File: config.mk
export PLATFORM = sky130hd
export DESIGN_NAME = cp0_exc_entry
export DESIGN_NICKNAME = d
export VERILOG_FILES = /design/src/rtl/cp0_exc_pkg.sv /design/src/rtl/cp0_exc_decode.sv /design/src/rtl/cp0_exc_vector.sv /design/src/rtl/cp0_exc_entry.sv
export SDC_FILE = /design/constraint.sdc
export NUM_CORES = 1
export LEC_CHECK = 0
export ABC_AREA = 1
export CORE_UTILIZATION = 46
export CTS_BUF_LIST = sky130_fd_sc_hd__clkbuf_8
export CTS_CLUSTER_SIZE = 30
export DETAILED_ROUTE_END_ITERATION = 8
export GPL_ROUTABILITY_DRIVEN = 0
export PLACE_DENSITY = 0.9
export RECOVER_POWER = 25
export SLEW_MARGIN = 20
export SYNTH_ARGS = -nofsm -noshare
export SYNTH_HDL_FRONTEND = slang
export SYNTH_SLANG_ARGS = --single-unit
File: constraint.sdc
create_clock -name clk -period 4 [get_ports clk]
set_input_delay 0.8 -clock clk [delete_from_list [all_inputs] [get_ports clk]]
set_output_delay 0.8 -clock clk [all_outputs]
set_load 0.02 [all_outputs]
File: src/rtl/cp0_exc_pkg.sv
package cp0_exc_pkg;

    typedef enum logic [3:0] {
        FT_INTR     = 4'd0,
        FT_ADDR     = 4'd1,
        FT_TLB_REF  = 4'd2,
        FT_TLB_INV  = 4'd3,
        FT_TLB_MOD  = 4'd4,
        FT_SYSCALL  = 4'd5,
        FT_BREAK    = 4'd6,
        FT_RSVD     = 4'd7,
        FT_COP_UNU  = 4'd8,
        FT_OVFL     = 4'd9,
        FT_TRAP     = 4'd10,
        FT_MCHK     = 4'd11,
        FT_THREAD   = 4'd12,
        FT_IBUS     = 4'd13,
        FT_DBUS     = 4'd14,
        FT_WATCH    = 4'd15
    } fault_e;

    typedef enum logic [1:0] {
        OFS_GENERAL = 2'd0,
        OFS_INTR    = 2'd1,
        OFS_REFILL  = 2'd2
    } ofs_class_e;

    localparam int CODE_W = 5;

endpackage

File: src/rtl/cp0_exc_decode.sv
module cp0_exc_decode
    import cp0_exc_pkg::*;
(
    input  logic [3:0]        fault_type,
    input  logic              is_store,
    output logic [CODE_W-1:0] code,
    output ofs_class_e        ofs_class,
    output logic              wr_badva,
    output logic              wr_tlb,
    output logic              wr_ce
);
    fault_e ft;

    always_comb begin
        ft        = fault_e'(fault_type);
        code      = '0;
        ofs_class = OFS_GENERAL;
        wr_badva  = 1'b0;
        wr_tlb    = 1'b0;
        wr_ce     = 1'b0;
        unique case (ft)
            FT_INTR: begin
                code      = 5'd0;
                ofs_class = OFS_INTR;
            end
            FT_ADDR: begin
                code     = is_store ? 5'd5 : 5'd4;
                wr_badva = 1'b1;
            end
            FT_TLB_REF: begin
                code      = is_store ? 5'd3 : 5'd2;
                ofs_class = OFS_REFILL;
                wr_badva  = 1'b1;
                wr_tlb    = 1'b1;
            end
            FT_TLB_INV: begin
                code     = is_store ? 5'd3 : 5'd2;
                wr_badva = 1'b1;
                wr_tlb   = 1'b1;
            end
            FT_TLB_MOD: begin
                code     = 5'd1;
                wr_badva = 1'b1;
                wr_tlb   = 1'b1;
            end
            FT_SYSCALL: code = 5'd8;
            FT_BREAK:   code = 5'd9;
            FT_RSVD:    code = 5'd10;
            FT_COP_UNU: begin
                code  = 5'd11;
                wr_ce = 1'b1;
            end
            FT_OVFL:    code = 5'd12;
            FT_TRAP:    code = 5'd13;
            FT_MCHK:    code = 5'd24;
            FT_THREAD:  code = 5'd25;
            FT_IBUS:    code = 5'd6;
            FT_DBUS:    code = 5'd7;
            FT_WATCH:   code = 5'd23;
            default:    code = 5'd0;
        endcase
    end

endmodule

File: src/rtl/cp0_exc_vector.sv
module cp0_exc_vector
    import cp0_exc_pkg::*;
#(
    parameter int ADDR_W = 32
) (
    input  logic              bev,
    input  logic [ADDR_W-1:0] ebase,
    input  logic              iv,
    input  logic              exl,
    input  ofs_class_e        ofs_class,
    output logic [ADDR_W-1:0] vec
);
    localparam logic [ADDR_W-1:0] BOOT_BASE = ADDR_W'(32'hBFC0_0200);
    localparam logic [ADDR_W-1:0] OFS_GEN   = ADDR_W'(12'h180);
    localparam logic [ADDR_W-1:0] OFS_IV    = ADDR_W'(12'h200);
    localparam logic [ADDR_W-1:0] OFS_ZERO  = '0;

    logic [ADDR_W-1:0] base;
    logic [ADDR_W-1:0] ofs;

    always_comb begin
        base = bev ? BOOT_BASE : ebase;
        unique case (ofs_class)
            OFS_INTR:   ofs = iv  ? OFS_IV  : OFS_GEN;
            OFS_REFILL: ofs = exl ? OFS_GEN : OFS_ZERO;
            default:    ofs = OFS_GEN;
        endcase
        vec = base + ofs;
    end

endmodule

File: src/rtl/cp0_exc_entry.sv
module cp0_exc_entry
    import cp0_exc_pkg::*;
#(
    parameter int ADDR_W = 32,
    parameter int ASID_W = 8,
    parameter int VPN_W  = 21,
    parameter int CP_W   = 2
) (
    input  logic                clk,
    input  logic                rst_n,
    input  logic                req_valid,
    input  logic [3:0]          req_type,
    input  logic                req_store,
    input  logic [ADDR_W-1:0]   req_vaddr,
    input  logic [ADDR_W-1:0]   req_pc,
    input  logic [ASID_W-1:0]   req_asid,
    input  logic [VPN_W-1:0]    req_vpn,
    input  logic [CP_W-1:0]     req_cop,
    input  logic                cfg_bev,
    input  logic [ADDR_W-1:0]   cfg_ebase,
    input  logic                cfg_iv,
    output logic                redirect_valid,
    output logic [ADDR_W-1:0]   redirect_vec,
    output logic [ADDR_W-1:0]   badvaddr,
    output logic [ASID_W-1:0]   entryhi_asid,
    output logic [VPN_W-3:0]    entryhi_vpn2,
    output logic [1:0]          entryhi_vpn2x,
    output logic [VPN_W-3:0]    context_badvpn2,
    output logic [CODE_W-1:0]   cause_exccode,
    output logic [CP_W-1:0]     cause_ce,
    output logic                status_exl,
    output logic [ADDR_W-1:0]   epc
);
    localparam int VPN2_W = VPN_W - 2;

    typedef struct packed {
        logic                redir_vld;
        logic [ADDR_W-1:0]   redir_vec;
        logic [ADDR_W-1:0]   badva;
        logic [ASID_W-1:0]   asid;
        logic [VPN2_W-1:0]   vpn2;
        logic [1:0]          vpn2x;
        logic [VPN2_W-1:0]   ctx_vpn2;
        logic [CODE_W-1:0]   exccode;
        logic [CP_W-1:0]     ce;
        logic                exl;
        logic [ADDR_W-1:0]   epc;
    } state_t;

    state_t s_d, s_q;

    logic [CODE_W-1:0] dec_code;
    ofs_class_e        dec_ofs;
    logic              dec_badva;
    logic              dec_tlb;
    logic              dec_ce;
    logic [ADDR_W-1:0] vec;

    cp0_exc_decode u_dec (
        .fault_type (req_type),
        .is_store   (req_store),
        .code       (dec_code),
        .ofs_class  (dec_ofs),
        .wr_badva   (dec_badva),
        .wr_tlb     (dec_tlb),
        .wr_ce      (dec_ce)
    );

    cp0_exc_vector #(.ADDR_W(ADDR_W)) u_vec (
        .bev       (cfg_bev),
        .ebase     (cfg_ebase),
        .iv        (cfg_iv),
        .exl       (s_q.exl),
        .ofs_class (dec_ofs),
        .vec       (vec)
    );

    always_comb begin
        s_d           = s_q;
        s_d.redir_vld = 1'b0;
        if (req_valid) begin
            s_d.redir_vld = 1'b1;
            s_d.redir_vec = vec;
            s_d.exccode   = dec_code;
            s_d.exl       = 1'b1;
            s_d.epc       = req_pc;
            if (dec_badva) begin
                s_d.badva = req_vaddr;
            end
            if (dec_tlb) begin
                s_d.asid     = req_asid;
                s_d.vpn2     = req_vpn[VPN_W-1:2];
                s_d.vpn2x    = req_vpn[1:0];
                s_d.ctx_vpn2 = req_vpn[VPN_W-1:2];
            end
            if (dec_ce) begin
                s_d.ce = req_cop;
            end
        end
    end

    always_ff @(posedge clk or negedge rst_n) begin
        if (!rst_n) begin
            s_q <= '0;
        end else begin
            s_q <= s_d;
        end
    end

    assign redirect_valid  = s_q.redir_vld;
    assign redirect_vec    = s_q.redir_vec;
    assign badvaddr        = s_q.badva;
    assign entryhi_asid    = s_q.asid;
    assign entryhi_vpn2    = s_q.vpn2;
    assign entryhi_vpn2x   = s_q.vpn2x;
    assign context_badvpn2 = s_q.ctx_vpn2;
    assign cause_exccode   = s_q.exccode;
    assign cause_ce        = s_q.ce;
    assign status_exl      = s_q.exl;
    assign epc             = s_q.epc;

endmodule

Word-level counts from Yosys, hierarchy flattened

Cells that the tools add are included.

Flip-flop bits (word level): 134
Input bits: 137
Output and inout bits: 153

Add/subtract/negate cells: 1
Eq/ne operators: 17
Multiplexer cells: 15
Reduce and logical (&&, ||, !) cells: 7

Operators by type and width:

| kind                 | number |
|---|---|
| $mux W153            | 1 |
| $pmux W5 S15         | 1 |
| $mux W32             | 2 |
| $pmux W32 S2         | 1 |
| $mux W48             | 1 |
| $add A32 B32 Y32     | 1 |
| $eq A4 B4 Y1 const B | 8 |
| $eq A4 B3 Y1 const B | 4 |
| $mux W10             | 1 |
| $mux W9              | 1 |
| $eq A4 B2 Y1 const B | 2 |
| $reduce_and A2 Y1    | 3 |
| $mux W1              | 5 |
| $eq A4 B1 Y1 const B | 1 |
| $logic_not A4 Y1     | 1 |
| $pmux W2 S2          | 1 |
| $reduce_or A4 Y1     | 1 |
| $reduce_or A3 Y1     | 1 |
| $eq A2 B1 Y1 const B | 1 |
| $eq A2 B2 Y1 const B | 1 |
| $mux W2              | 1 |
| $reduce_or A2 Y1     | 1 |

Longest topological paths before layout

Gate-level depths: netlist of run 1.

Depth after elaboration: 6
Mapped depth: 19
Depth with buffers taken out: 19

By module

Synthesis of run 1 repeated with hierarchy kept, for this count alone.

Cells, all modules: 862
Area total of the unflattened synthesis: 6580.1 sq um

Modules (own cells, without submodules):

| module         | instances | cells an instance | area each (sq um) | seq. area each (sq um) |
|---|---|---|---|---|
| cp0_exc_entry  | 1         | 589               | 5281.3            | 3353.2 |
| cp0_exc_vector | 1         | 235               | 1121.1            | 0.0 |
| cp0_exc_decode | 1         | 38                | 177.7             | 0.0 |

Least setup slack after synthesis of run 1

No wires, ideal clock.

Path type: input port to flip-flop
From: input req_type[3]
To: register s_q, in the netlist redirect_vec[31]
Setup time: 0.118 ns
Data arrival time: 3.058 ns
Slack: 0.824 ns
Stages: 19
Cell sequence: nor2_1 > inv_1 > nor2_1 > inv_1 > ha_1 > a21oi_1 > o21ai_0 > ha_1 > fa_1 > nand2_1 > nand2_1 > nand2_1 > inv_1 > nand2_1 > nor2_1 > nand2_1 > nand2_1 > nand3_1 > nand2_1

Cells in the longest elaborated chain, start to end: 5

RTL lines:

| what                                             | line                 | source |
|---|---|---|
| from (decl)                                      | cp0_exc_entry.sv:12  | `input logic [3:0] req_type,` |
| $eq A4 B2 Y1 or $logic_not A4 Y1 (tied branches) | cp0_exc_decode.sv:21 | `unique case (ft)` |
| $pmux W2 S2 *                                    | cp0_exc_decode.sv:21 |  |
| $eq A2 B2 Y1 or $eq A2 B1 Y1 (tied branches)     | cp0_exc_vector.sv:23 | `unique case (ofs_class)` |
| $pmux W32 S2 *                                   | cp0_exc_vector.sv:23 |  |
| $add A32 B32 Y32 *                               | cp0_exc_vector.sv:28 | `vec = base + ofs;` |
| to (signal assigned)                             | cp0_exc_entry.sv:104 | `s_q <= '0;` |
| to (signal assigned)                             | cp0_exc_entry.sv:106 | `s_q <= s_d;` |
| to (decl)                                        | cp0_exc_entry.sv:50  | `state_t s_d, s_q;` |

Mark *: on every way between the ends. The rest lies on a longest branch, timed or not.
A chain may end at the register's enable or synchronous reset.

Worst setup path after layout of run 1

From: input req_type[1]
To: register s_q, in the netlist redirect_vec[27]

Same word-level chain as after synthesis.

==> reports/results.ini, run 1 <==
[logic_synthesis]
ys_seq_area_share_pct=53.5
synth_area_mm2=0.00627
avgSynthCellArea_um2=9.84
synth-seq-cells=134
yosysWarnings=0
syn_nets=780
ys_types=37
synthCells=637

[grt]
grt_max_degree=104
grt_usage_pct=26.5
grt_pass1_wl_um=28500
grt_pass1_vias=5405
grt-ovfl-total=0
antenna_found_initial=0

[detailed_routing]
drcViolationCount=0
via_count=5472
drt_iter0_drc=312
vias_per_cell=5.00
firstDrtPassIters=5
ant_nets=0
avgRoutedWirePerCell_um=16.5
totalWireLength_um=18100

[timing]
setup_tns_ps=0
hold_violations=0
rsz0062_at_grt=no
fin_crit_sh_pct=89.0
fmax_mhz=281
min_period_ps=3560
drv_slew=104
finalSetupViolations=0
slew_headroom_pct=-72.2
worst_pin_slew_ps=2580
clock_skew_ps=5.44

[power]
ir_drop_v=0.000209
p_leak_nw=4.42
power-per-cell-area_mw_per_mm2=445

[worst_setup_path]
slowest_delay_ps=470
path_class=primary input to flop
start_kind=primary input
worstPathArrival_ps=3920
crit_top_cell=nand2_1
cp-end-kind=flop
path_cells=clkdlybuf4s50_1 -> inv_1 -> nand2_2 -> nor2_1 -> ha_1 -> inv_1 -> o21ai_0 -> ha_1 -> fa_1 -> nand2_1 -> nand2_1 -> nand2_1 -> nor2_2 -> nand3_1 -> o21ai_0 -> nand3_1 -> nand2_1
required_ps=4360
worstPathMaxFanout=7
crit_slowest_cell=clkdlybuf4s50_1

[clocking]
clockBufferDepth=2
clk_latency_ps=430
cts_sinks=134
cts_resized=0
htreeDepth=4
clk_pin_slew_ps=60
postCtsSetupBuffers=0
tritoncts=built
cts_root_buf=clkbuf_8
numCtsBuffers=17
cts_hold_buf=0

[status]
status=finished with violations
violations=max-capacitance violations, max-slew violations

[layout]
areaGrowthSynthToFinish_pct=52.1
final_nets=1053
final_common_cell=clkdlybuf4s50_1
drive_gt1_share_pct=12.8
layout_common_cells=287 x clkdlybuf4s50_1, 209 x nand2_1, 134 x dfrtp_1
n_antenna_cell=0
fillers=938
finalNonFillerCells=1095

[placed_design]
io_buffer_count=289
place_inst=1067
dp_hpwl_um=13600

[floorplanning]
core_area_mm2=0.0132
io_pins=290
initial_core_util_pct=47.3
dieHeight_um=119
die-width_um=119
die_area_mm2=0.0141
rows=42

[worst_hold_path]
hold_path_class=flop to flop

[run]
cap_violations=1

cell usage after synthesis (all sizes together):
cell	number	area [µm²]
nand2	213	815
dfrtp	134	3350
mux2	63	860
nor2	51	209
nand3	45	225
buf	34	255
inv	34	128
o21ai	16	83.8
clkbuf	10	37.5
nand4	7	50.1
ha	5	62.6
or2	4	25.0
a21oi	3	15.0
xnor2	3	26.3
a31oi	2	12.5
nand3b	2	15.0
nor3	2	10.0
xor2	2	17.5
a22o	1	8.76
a31o	1	8.76
fa	1	20.0
o2111ai	1	8.76
o211ai	1	7.51
o221ai	1	8.76
o22ai	1	6.26
routing by layer:
metal	global-route usage, %	wire length, µm	vias up
met5	0	0	-
met4	11.2	588	0
met3	7.19	1130	36
met2	46.3	9320	236
met1	30.5	7010	2623
li1	-	-	2577
per-stage QoR:
step / setup WS (ps) / utilization (%) / hold slack, ps / area [µm²] / power [mW]
finish: 441 / 72.0 / 471 / 9530 / 4.24
global placement: 193 / 69.1 / 453 / 9150 / 3.08
detailed placement: 17.5 / 69.1 / 457 / 9150 / 3.13
floorplan: 824 / - / 504 / 6270 / 2.41
CTS: 473 / 72.1 / 475 / 9540 / 4.27
global route: 154 / 72.0 / 489 / 9530 / 4.43
registers in the layout, indices dropped and copies added (netlist names):
register,flops
status_exl,1
cause_exccode,5
epc,32
entryhi_vpn2x,2
redirect_vec,32
redirect_valid,1
entryhi_asid,8
context_badvpn2,19
cause_ce,2
badvaddr,32
kinds of logic after synthesis:
kind of cell | count (synthesis) | share of synthesized area (%)
adder cells (fa/ha/maj) | 6 | 1.32
multiplexers | 63 | 13.7
AND/OR/NAND/NOR | 324 | 21.5
AO/OA/AOI/OAI | 27 | 2.55
XOR/XNOR | 5 | 0.699
flip-flops | 134 | 53.5
buffers and inverters | 78 | 6.71
power by group:
group	total (mW)	switching (mW)	internal, mW
registers	1.70	0.134	1.56
logic	1.40	0.654	0.749
clock network	1.14	0.506	0.634
total	4.24	1.29	2.95
critical path, delay by kind of cell:
kind,cells,cell delay (ps)
AND/OR/NAND/NOR,9,1140
buffers and inverters,3,650
adder cells (fa/ha/maj),3,670
AO/OA/AOI/OAI,2,670
area by class of cell:
type	instances	area [µm²]	area share, %
multi-input combinational	425	2490	26.2
inverter	34	128	1.34
clock inverter	9	130	1.37
timing repair buffer	298	2950	30.9
sequential	134	3350	35.2
tap	176	220	2.31
clock buffer	19	262	2.74
path summary, 6_finish.rpt:
| kind | startpoint | to | slack, ps | cells past startpoint |
|---|---|---|---|---|
| max | req_type[1] | redirect_vec[27] | 440 | 17 |
| max reg2reg | status_exl | redirect_vec[29] | 1650 | 12 |
| min | epc[0] | epc[0] | 470 | 2 |
| max in group asynchronous | rst_n | badvaddr[11] | 1250 | 2 |
| min in group asynchronous | rst_n | redirect_vec[24] | 1120 | 1 |
| min reg2reg | epc[0] | epc[0] | 470 | 2 |
Note: power is estimated with default switching activity, not from simulation.
==> run 2, diff against run 1 <==
- CORE_UTILIZATION: 46 -> 45
- PLACE_DENSITY: 0.9 -> 0.88
==> run 2 against run 1 <==
Net effect: the run still ends with max-capacitance violations, max-slew violations left; register-to-register slack better by 100 ps; sequential share of layout area is 0.27 points lower; routed wire length is 5.1% higher; critical endpoint is now redirect_vec[19]; largest power group unchanged; highest routed layer unchanged.
==> reports/results.ini, run 2 (synthesized netlist as in run 1, its figures left out) <==
[worst_setup_path]
reg2reg_from=status_exl
reg2reg_to=redirect_vec[31]
ff2ff_path_depth=14  ; +2
required_ps=4340  ; -20 ps
path_class=primary input to flop
worstPathArrival_ps=3740  ; -180 ps
rrSetupSlack_ps=1750  ; +100 ps
worstPathMaxFanout=5  ; -2
start_kind=primary input
cp-end-kind=flop

[detailed_routing]
ant_nets=0  ; unchanged
totalWireLength_um=19000  ; +5.1%
firstDrtPassIters=4  ; -1
highest_layer=met4
vias_per_cell=5.01  ; +0.18%
wl_met3_um=1390  ; +22%
wl_met1_um=7240  ; +3.4%
avgRoutedWirePerCell_um=17.3  ; +4.8%
via_count=5497  ; +0.46%
drcViolationCount=0  ; unchanged
routed-wl-met2_um=9840  ; +5.6%
drt_iter0_drc=267  ; -14%

[clocking]
htreeDepth=4  ; unchanged
clockBufferDepth=2  ; unchanged
cts_hold_buf=0  ; unchanged
numCtsBuffers=17  ; unchanged
clk_latency_ps=450  ; +20 ps
cts_resized=0  ; unchanged
cts_sinks=134  ; unchanged
clk_pin_slew_ps=80  ; +20 ps
cts_root_buf=clkbuf_8
postCtsSetupBuffers=0  ; unchanged
tritoncts=built

[floorplanning]
rows=42  ; unchanged
core_area_mm2=0.0134  ; +1.2%
dieHeight_um=120  ; +1.1%
die-width_um=120  ; +1.1%
io_pins=290  ; unchanged
die_area_mm2=0.0144  ; +2.2%
initial_core_util_pct=46.8  ; -0.56 points

[timing]
setup_tns_ps=0  ; unchanged
drv_slew=93  ; -11%
fin_crit_sh_pct=85.0  ; -4.0 points
clock_skew_ps=12.8  ; +7.41 ps
min_period_ps=3400  ; -160 ps
finalSetupViolations=0  ; unchanged
hold_violations=0  ; unchanged
worst_pin_slew_ps=2290  ; -293 ps
rsz0062_at_grt=no
slew_headroom_pct=-52.7  ; +20 points
fmax_mhz=294  ; +4.7%

[status]
violations=max-capacitance violations, max-slew violations
status=finished with violations

[grt]
antenna_found_initial=0  ; unchanged
grt_usage_pct=27.4  ; +0.91 points
grt_pass1_vias=5429  ; +0.44%
grt_pass1_wl_um=29900  ; +4.9%
grt_max_degree=93  ; -11%
grt-ovfl-total=0  ; unchanged

[layout]
areaGrowthSynthToFinish_pct=53.3
drive_gt1_share_pct=13.3  ; +0.50 points
final_common_cell=clkdlybuf4s50_1
finalNonFillerCells=1098  ; +0.27%
layout_common_cells=287 x clkdlybuf4s50_1, 209 x nand2_1, 134 x dfrtp_1
fillers=946  ; +0.85%
n_antenna_cell=0  ; unchanged
final_nets=1052  ; -0.095%

[worst_hold_path]
worstHoldPathCells=2  ; unchanged
min_to=epc[10]
worstHoldStart=epc[10]
hold_path_class=flop to flop

[placed_design]
io_buffer_count=289  ; unchanged
dp_hpwl_um=13700  ; +0.34%
place_inst=1066  ; -0.094%

[power]
ir_drop_v=0.000242  ; +16%
p_total_mw=4.45  ; +4.9%
p_leak_nw=4.45  ; +0.72%
power-per-cell-area_mw_per_mm2=463  ; +4.1%

[run]
cap_violations=1  ; unchanged

-- run 2: critical path, stage by stage --
cell	delay (ps)
clkdlybuf4s50_1	450
nor2_1	150
inv_1	80
nor2_1	140
ha_1	190
inv_1	40
o21ai_0	440
ha_1	280
fa_1	190
nand2_1	70
nand2_1	60
nand2_1	100
nor2_2	200
nand3_1	170
or2_0	230
nand3_1	80
nand2_1	60
-- run 2: cell type report --
cell class                 count  area [µm²]  share of cell area (%)
clock buffer                  18         248                    2.58
clock inverter                14         223                    2.32
inverter                      34         128                    1.33
multi-input combinational    425        2490                    26.0
sequential                   134        3350                    34.9
tap                          176         220                    2.29
timing repair buffer         297        2940                    30.6
-- run 2: worst max-delay path by stage --
| stage | slack, ps | endpoint | startpoint |
|---|---|---|---|
| detailed placement | 140 | redirect_vec[19] | req_type[3] |
| floorplan | 820 | redirect_vec[31] | req_type[3] |
| finish | 600 | redirect_vec[19] | req_type[3] |
| CTS | 640 | redirect_vec[19] | req_type[3] |
| global placement | 220 | redirect_vec[31] | req_type[3] |
| global route | 260 | epc[26] | rst_n |
-- run 2: through the flow --
| stage | hold WS [ps] | area, µm² | utilization, % | setup slack, ps |
|---|---|---|---|---|
| 2_1_floorplan | 504 | 6270 | - | 824 |
| 3_3_place_gp | 453 | 9160 | 68.3 | 222 |
| 3_5_place_dp | 458 | 9160 | 68.3 | 141 |
| 4_1_cts | 448 | 9630 | 71.8 | 639 |
| 5_1_grt | 493 | 9610 | 71.7 | 259 |
| 6_report | 470 | 9610 | 71.7 | 601 |
-- run 2: power by group --
group          leakage, nW  internal [mW]  total [mW]  switching, mW
clock network        0.230          0.765        1.33          0.568
logic                 2.60          0.748        1.41          0.665
registers             1.62           1.56        1.70          0.141
total                 4.45           3.07        4.45           1.37
-- run 2: metal layers --
layer / global-route usage (%) / vias up
met3: 6.27 / 36
met1: 31.9 / 2630
met5: 0 / -
met4: 11.5 / 0
met2: 48.3 / 252
li1: - / 2579
==> run 3, diff against run 2 <==
- CORE_UTILIZATION: 45 -> 43
- PLACE_DENSITY: 0.88 -> 0.85
- clock period: 4 -> 3.31 ns (I/O delays scaled with it)
==> run 3 against run 2 <==
Net effect: the run still ends with max-capacitance violations, max-slew violations left; via count shrank 0.91%; critical path depth is 1 higher; routed wire length shrank 5.8%; global-route usage decreased by 3.0 points; worst hold slack improved by 2.1 ps.
==> reports/results.ini, run 3 (synthesized netlist as in run 1, its figures left out) <==
[detailed_routing]
via_count=5447  ; -0.91%
totalWireLength_um=17900  ; -5.8%
avgRoutedWirePerCell_um=16.0  ; -7.1%
drcViolationCount=0  ; unchanged
drt_iter0_drc=286  ; +7.1%
ant_nets=0  ; unchanged
firstDrtPassIters=5  ; +1
vias_per_cell=4.89  ; -2.2%

[timing]
fin_crit_sh_pct=92.4
rsz0062_at_grt=no
min_period_ps=3060
finalSetupViolations=0  ; unchanged
drv_slew=72  ; -23%
slew_headroom_pct=-17.6  ; +35 points
hold_violations=0  ; unchanged
hold-worst-slack_ps=472  ; +2.06 ps
setup_tns_ps=0  ; unchanged
clock_skew_ps=17.3  ; +4.45 ps
fmax_mhz=327
worst_pin_slew_ps=1760  ; -527 ps

[worst_hold_path]
worstHoldPathCells=2  ; unchanged
hold_path_class=flop to flop
min_to=epc[14]
worstHoldStart=epc[14]

[worst_setup_path]
path_class=primary input to flop
worstPathMaxFanout=5  ; unchanged
ff2ff_path_depth=12  ; -2
crit_slowest_cell=clkdlybuf4s50_1
reg2reg_from=status_exl
worstPathArrival_ps=3380  ; -360 ps
reg2reg_to=redirect_vec[21]
slowest_delay_ps=440  ; about the same
rrSetupSlack_ps=1220  ; -530 ps
cp-end-kind=flop
path_cells=clkdlybuf4s50_1 -> nor2_2 -> inv_1 -> nor2_2 -> inv_1 -> ha_1 -> a21oi_1 -> o21ai_1 -> ha_2 -> fa_1 -> nand2_1 -> nand2_1 -> nand2_2 -> nor2_4 -> nand3_1 -> o21ai_0 -> nand3_1 -> nand2_1
start_kind=primary input
required_ps=3630  ; -710 ps
crit_top_cell=nand2_1

[layout]
final_nets=1065  ; +1.2%
final_common_cell=clkdlybuf4s50_1
areaGrowthSynthToFinish_pct=53.0
n_antenna_cell=0  ; unchanged
drive_gt1_share_pct=14.5  ; +1.1 points
layout_common_cells=287 x clkdlybuf4s50_1, 208 x nand2_1, 134 x dfrtp_1
fillers=1071  ; +13%
fin_util_pct=68.3  ; -3.4 points
design_area_mm2=0.00959  ; -0.16%

[power]
ir_drop_v=0.000205  ; -15%
p_int_mw=3.39  ; +10%
p_comb_share_pct=34.3  ; +2.5 points
swShare_pct=31.3  ; +0.45 points
seqPwrFrac_pct=41.4  ; +3.1 points
power_frac_clock_pct=24.3  ; -5.7 points
p_total_mw=4.94  ; +11%
p_leak_nw=4.46  ; +0.21%
switchingPower_mw=1.55  ; +13%
power-per-cell-area_mw_per_mm2=515  ; +11%

[placed_design]
io_buffer_count=289  ; unchanged
dp_hpwl_um=13500  ; -1.5%
placed_area_mm2=0.00926  ; +1.1%

[floorplanning]
io_pins=290  ; unchanged
die-width_um=123  ; +2.3%
die_area_mm2=0.0151  ; +4.6%
initial_core_util_pct=44.6  ; -2.1 points
dieHeight_um=123  ; +2.3%
rows=43  ; +2.4%
core_area_mm2=0.0140  ; +4.8%

[clocking]
numCtsBuffers=17  ; unchanged
clk_latency_ps=440  ; about the same
cts_resized=0  ; unchanged
cts_hold_buf=0  ; unchanged
clk_pin_slew_ps=70  ; about the same
htreeDepth=4  ; unchanged
cts_root_buf=clkbuf_8
cts_sinks=134  ; unchanged
tritoncts=built
clockBufferDepth=2  ; unchanged
postCtsSetupBuffers=0  ; unchanged

[run]
cap_violations=1  ; unchanged

[grt]
grt_pass1_vias=5369  ; -1.1%
grt_max_degree=72  ; -23%
grt_usage_pct=24.4  ; -3.0 points
grt-ovfl-total=0  ; unchanged
grt_pass1_wl_um=27700  ; -7.3%
antenna_found_initial=0  ; unchanged

[status]
violations=max-capacitance violations, max-slew violations
status=finished with violations

==> run 3: cell types whose count changed in the layout (fill, tap and decap cells not counted), moves of 2 or more <==
| cell | delta |
|---|---|
| clkinv_4 | -3 |
| inv_6 | -2 |
| nor2_1 | -2 |
| clkinv_2 | +5 |
| inv_1 | +2 |
| bufinv_16 | -4 |
| buf_4 | +12 |
==> run 3: area by class of cell <==
cell class,count,area (µm²),share of cell area [%]
flip-flops and latches,134,3350,35.0
repair buffers,310,3040,31.7
multi-input cells,425,2510,26.2
clock buffers,18,248,2.58
well taps,180,225,2.35
inverters,34,128,1.33
clock inverters,12,91.3,0.952
==> run 3: worst max-delay path: cells and delay by family <==
kind / cells / cell delay [ps]
buffers and inverters: 3 / 580
AOI/OAI and AO/OA: 3 / 340
adders and majority gates: 3 / 890
and+or+nand+nor: 9 / 890
==> run 3: how the worst max path moves through the flow <==
stage                start               end  slack, ps  cells after the start
2_1_floorplan  req_type[3]  redirect_vec[31]        270                     19
3_3_place_gp   req_type[3]  redirect_vec[29]       -150                     18
3_5_place_dp   req_type[3]  redirect_vec[27]       -270                     18
4_1_cts        req_type[3]  redirect_vec[21]        160                     18
5_1_grt        req_type[3]  redirect_vec[31]          4                     20
6_report       req_type[3]  redirect_vec[21]        250                     18
==> run 3: power by group through the flow <==
stage | Sequential (mW) | Clock, mW | Combinational [mW]
2_1_floorplan | 2.37 | 0 | 0.543
3_3_place_gp | 2.06 | 0 | 1.68
3_5_place_dp | 2.07 | 0 | 1.71
4_1_cts | 2.04 | 1.23 | 1.71
5_1_grt | 2.07 | 1.31 | 1.81
6_report | 2.04 | 1.20 | 1.70
==> run 3: metal layers <==
metal	track usage, %	routed length [µm]
met2	42.7	9220
met5	0	0
met3	6.37	1380
met4	9.60	406
met1	28.3	6850
==> run 3: stage by stage <==
stage / std cells / setup slack, ps
after floorplan: 637 / 272
after global placement: 1083 / -152
after detailed placement: 1083 / -273
after CTS: 1113 / 158
after global routing: 1113 / 4.28
final: 1113 / 250
